<file path="src/rtl/hz_pkg.sv">
package hz_pkg;
  typedef enum logic [1:0] {
    FWD_RF  = 2'b00,
    FWD_MWB = 2'b01,
    FWD_EXM = 2'b10
  } fwd_sel_e;
endpackage

</file>
<file path="src/rtl/fwd_pick.sv">
module fwd_pick #(
  parameter int AW = 5
) (
  input  logic [AW-1:0]    src,
  input  logic [AW-1:0]    exm_dst,
  input  logic             exm_wen,
  input  logic [AW-1:0]    mwb_dst,
  input  logic             mwb_wen,
  output hz_pkg::fwd_sel_e sel
);
  logic hit_exm, hit_mwb;

  // a producer counts only if it writes a real (nonzero) register
  assign hit_exm = exm_wen && (exm_dst != '0) && (exm_dst == src);
  assign hit_mwb = mwb_wen && (mwb_dst != '0) && (mwb_dst == src);

  // nearest producer first
  always_comb begin
    if (hit_exm)      sel = hz_pkg::FWD_EXM;
    else if (hit_mwb) sel = hz_pkg::FWD_MWB;
    else              sel = hz_pkg::FWD_RF;
  end
endmodule

</file>
<file path="src/rtl/luse_detect.sv">
module luse_detect #(
  parameter int AW   = 5,
  parameter int NSRC = 2
) (
  input  logic                      clk,
  input  logic                      rst_n,
  input  logic [AW-1:0]             ld_dst,
  input  logic                      ld_wen,
  input  logic                      ld_mrd,
  input  logic [NSRC-1:0][AW-1:0]   dec_src,
  output logic                      hazard
);
  logic [NSRC-1:0] hits;
  logic            real_load;

  assign real_load = ld_mrd && ld_wen && (ld_dst != '0);

  for (genvar i = 0; i < NSRC; i++) begin : g_cmp
    assign hits[i] = real_load && (dec_src[i] == ld_dst);
  end

  assign hazard = |hits;

  assert_nonload_quiet_R7: assert property (@(posedge clk) disable iff (!rst_n)
    !ld_mrd |-> !hazard);
  assert_zero_load_R4: assert property (@(posedge clk) disable iff (!rst_n)
    (ld_dst == '0) |-> !hazard);
endmodule

</file>
<file path="src/rtl/hazard_ctl.sv">
module hazard_ctl #(
  parameter int AW   = 5,
  parameter int NSRC = 2
) (
  input  logic          clk,
  input  logic          rst_n,
  input  logic [AW-1:0] ex_src_a,
  input  logic [AW-1:0] ex_src_b,
  input  logic [AW-1:0] id_src_a,
  input  logic [AW-1:0] id_src_b,
  input  logic [AW-1:0] idex_dst,
  input  logic          idex_wen,
  input  logic          idex_mrd,
  input  logic [AW-1:0] exmem_dst,
  input  logic          exmem_wen,
  input  logic [AW-1:0] memwb_dst,
  input  logic          memwb_wen,
  output logic [1:0]    fwd_a,
  output logic [1:0]    fwd_b,
  output logic          hold_front,
  output logic          flush_idex
);
  logic [NSRC-1:0][AW-1:0] ex_src, id_src;
  hz_pkg::fwd_sel_e        sel_arr [NSRC];
  logic                    lu_hazard;

  assign ex_src = {ex_src_b, ex_src_a};
  assign id_src = {id_src_b, id_src_a};

  for (genvar i = 0; i < NSRC; i++) begin : g_op
    fwd_pick #(.AW(AW)) u_pick (
      .src     (ex_src[i]),
      .exm_dst (exmem_dst),
      .exm_wen (exmem_wen),
      .mwb_dst (memwb_dst),
      .mwb_wen (memwb_wen),
      .sel     (sel_arr[i])
    );
  end

  luse_detect #(.AW(AW), .NSRC(NSRC)) u_luse (
    .clk     (clk),
    .rst_n   (rst_n),
    .ld_dst  (idex_dst),
    .ld_wen  (idex_wen),
    .ld_mrd  (idex_mrd),
    .dec_src (id_src),
    .hazard  (lu_hazard)
  );

  assign fwd_a      = sel_arr[0];
  assign fwd_b      = sel_arr[1];
  assign hold_front = lu_hazard;
  assign flush_idex = lu_hazard;

  assert_exm_fwd_R1: assert property (@(posedge clk) disable iff (!rst_n)
    (exmem_wen && exmem_dst != '0 && exmem_dst == ex_src_a) |-> fwd_a == 2'b10);
  assert_mwb_fwd_R2: assert property (@(posedge clk) disable iff (!rst_n)
    (memwb_wen && memwb_dst != '0 && memwb_dst == ex_src_b &&
     !(exmem_wen && exmem_dst == ex_src_b)) |-> fwd_b == 2'b01);
  assert_priority_R3: assert property (@(posedge clk) disable iff (!rst_n)
    (exmem_wen && memwb_wen && exmem_dst != '0 && exmem_dst == memwb_dst &&
     memwb_dst == ex_src_b) |-> fwd_b == 2'b10);
  assert_zero_src_R4: assert property (@(posedge clk) disable iff (!rst_n)
    (ex_src_a == '0) |-> fwd_a == 2'b00);
  assert_no_writer_R5: assert property (@(posedge clk) disable iff (!rst_n)
    (!exmem_wen && !memwb_wen) |-> (fwd_a == 2'b00 && fwd_b == 2'b00));
  assert_stall_R6: assert property (@(posedge clk) disable iff (!rst_n)
    (idex_mrd && idex_wen && idex_dst != '0 &&
     (idex_dst == id_src_a || idex_dst == id_src_b)) |-> (hold_front && flush_idex));
endmodule

</file>
<file path="config.mk">
export PLATFORM = sky130hd
export DESIGN_NAME = hazard_ctl
export DESIGN_NICKNAME = d
export VERILOG_FILES = /design/src/rtl/hz_pkg.sv /design/src/rtl/fwd_pick.sv /design/src/rtl/luse_detect.sv /design/src/rtl/hazard_ctl.sv
export SDC_FILE = /design/constraint.sdc
export NUM_CORES = 1
export LEC_CHECK = 0
export ABC_AREA = 1
export ABC_CLOCK_PERIOD_IN_PS = 900
export BUFFER_PORTS_ARGS = -buffer_cell sky130_fd_sc_hd__buf_2
export CORE_UTILIZATION = 37
export DETAILED_ROUTE_END_ITERATION = 12
export PLACE_DENSITY = 0.82
export SLEW_MARGIN = 20
export SYNTH_ARGS = -nofsm -noshare
export SYNTH_HDL_FRONTEND = slang
export SYNTH_SLANG_ARGS = --single-unit
</file>
<file path="constraint.sdc">
create_clock -name vclk -period 0.9
set_clock_uncertainty 0.1 [all_clocks]
set_input_delay 0.18 -clock vclk [all_inputs]
set_output_delay 0.18 -clock vclk [all_outputs]
set_load 0.05 [all_outputs]
</file>
==> reports/metrics.yaml <==
outcome: "finished with violations"
violations: "setup timing"
seq_cells: 0
netlist_top_cells_area: "nand2_1, xnor2_1, nor2_1, xor2_1, nand3_1"
rsz0062_at_grt: "true"
fin_crit_sh_pct: 161.3
path_max_fanout: 2
via_per_inst: 5.915
path_cells: "buf_2, xnor2_2, nand2_1, nor2_1, nand3_1, nand2_4, buf_8"
yosys.area_share.simple_pct: 50.12
critPathBufInv: 2
vdd_ir_drop_max_uv: 349.3
wire_per_inst_um: 20.84
netlist.top_cell.by_area: "nand2_1"
start_util_pct: 40.62
drtIter0Drc: 46
worstMarginPinSlew_ns: 0.2283
whs_path_depth: 4
drc: 0
ant_nets: 0
fin_util_pct: 94.28
grt_pass1_wl_um: 3056
gp_congestion: 0.8106
pre_cts_slack_ns: -0.5169
die_w_um: 40.27
min_period_ns: 1.451
cts_hold_buf: 0
port_buffers: 45
drv_slew: 0
slowest_stage: "nor2_1"
syn_nets: 149
fmax_mhz: 689.0
holdPathEnd: "fwd_b[1]"
fp.dieH_um: 40.27
grt_start_max_net_pins: 5
worstPathRequired_ns: 0.62
grt_pass1_vias: 749
yosysUniqueCellTypes: 11
synth_area_um2: 541.8
synth_top_area_share_pct: 26.33
antenna_found_initial: 0
synth_fa_ha_area_share_pct: 0
p_leak_nw: 0.6434
synth_top_family_by_area: "simple AND/OR/NAND/NOR gates"
hold-worst-slack_ns: 0.6855
drt-total-wl_um: 3439
p_per_area_mw_per_mm2: 513.4
relSlewSlack_pct: 84.73
overflow: 0
synthXorXnorAreaFrac_pct: 32.33
hp-start: "exmem_wen"
coreArea_mm2: 0.001334
worst_slack_ns: -0.5514
maxCapViolCount: 0
synth_common_cells: "nand2_1, nor2_1, xnor2_1"
cp_data_arrival_time_ns: 1.17
dr.pass1.iters: 4
nFillCells: 44
syn_to_final_growth_pct: 132.1
path_delay_family: "simple AND/OR/NAND/NOR gates"
fin_tns_setup_ns: -2.960
fp-row-count: 13
yosys.cell_count.top_type: "nand2_1"
grt_usage_pct: 27.94
yosys-mux-area-fraction_pct: 0
drive_gt1_share_pct: 63.33
dr_total_vias: 976
ios: 47
synth_compound_area_share_pct: 1.617
dieArea_mm2: 0.001621
ff_latch_area_um2: 0
cpPeakStageDelay_ns: 0.17
hold_viol_final: 0
worstSetupStartpoint: "id_src_b[3]"
ys_seq_area_share_pct: 0
antenna_cells: 0
min_path_type: "primary input to output pin"
setup_violations: 6
hpwl_um: 1321
crit_type: "primary input to output pin"
synth.avg_cell_area_um2: 5.016
worstSetupEndpointType: "output pin"
nets: 193
clkbuf_count: 0
synth_cells: 108
synth_warnings: 0
cp-start-kind: "primary input"
power breakdown:
group	switching, mW	internal [mW]
clock	0	0
sequential	0	0
combinational	0.331	0.315
total	0.331	0.315
cell type report:
cell class / count / area, µm² / area share [%]
Multi-Input combinational cell: 88 / 660.6 / 52.54
Tap cell: 15 / 18.77 / 1.493
Inverter: 17 / 101.3 / 8.060
Timing Repair Buffer: 45 / 476.7 / 37.91
placed cells by master (no fill, tap or decap), drive strengths merged:
| cell | synthesis | layout |
|---|---|---|
| buf | 3 | 45 |
| nand2 | 38 | 38 |
| nor2 | 19 | 19 |
| inv | 17 | 15 |
| xnor2 | 13 | 13 |
| nand3 | 9 | 9 |
| xor2 | 7 | 7 |
| clkinv | 0 | 2 |
| nand3b | 1 | 1 |
| o21ai | 1 | 1 |
worst max-delay path by stage:
stage / slack [ns] / cells after the start / end
2_1_floorplan: -0.29 / 6 / hold_front
6_report: -0.55 / 7 / hold_front
5_1_grt: -0.61 / 7 / hold_front
3_3_place_gp: -0.48 / 8 / fwd_a[1]
3_5_place_dp: -0.52 / 8 / fwd_b[1]
4_1_cts: -0.44 / 6 / fwd_a[0]
worst min-delay path: stages:
cell and delay [ns]:
buf_2 0.13, o21ai_4 0.09, nor2_4 0.06, buf_8 0.14
kinds of logic after synthesis:
group                  Yosys count
AO/OA/AOI/OAI                    1
AND/OR/NAND/NOR                 67
XOR/XNOR                        20
buffers and inverters           20
metal layers:
layer | vias to the layer above | wire [µm] | GRT usage, %
met1 | 425 | 1065 | 32.13
met4 | 0 | 294 | 0
li1 | 404 | - | -
met5 | - | 0 | 0
met3 | 38 | 430 | 1.111
met2 | 109 | 1649 | 58.47
through the flow:
step	total power, mW	cells	area [µm²]
final	0.6455	165	1257
after global routing	0.6753	165	1257
after CTS	0.4498	165	1025
after detailed placement	0.3613	165	815.8
after global placement	0.3536	165	815.8
after floorplan	0.2070	108	609.3
timing repair:
action,CTS,global route
resized for setup,48,70
pin swaps,25,35
endpoints found under the setup margin,6,6
setup buffers,0,0
Power figures use the tool's default switching activity.
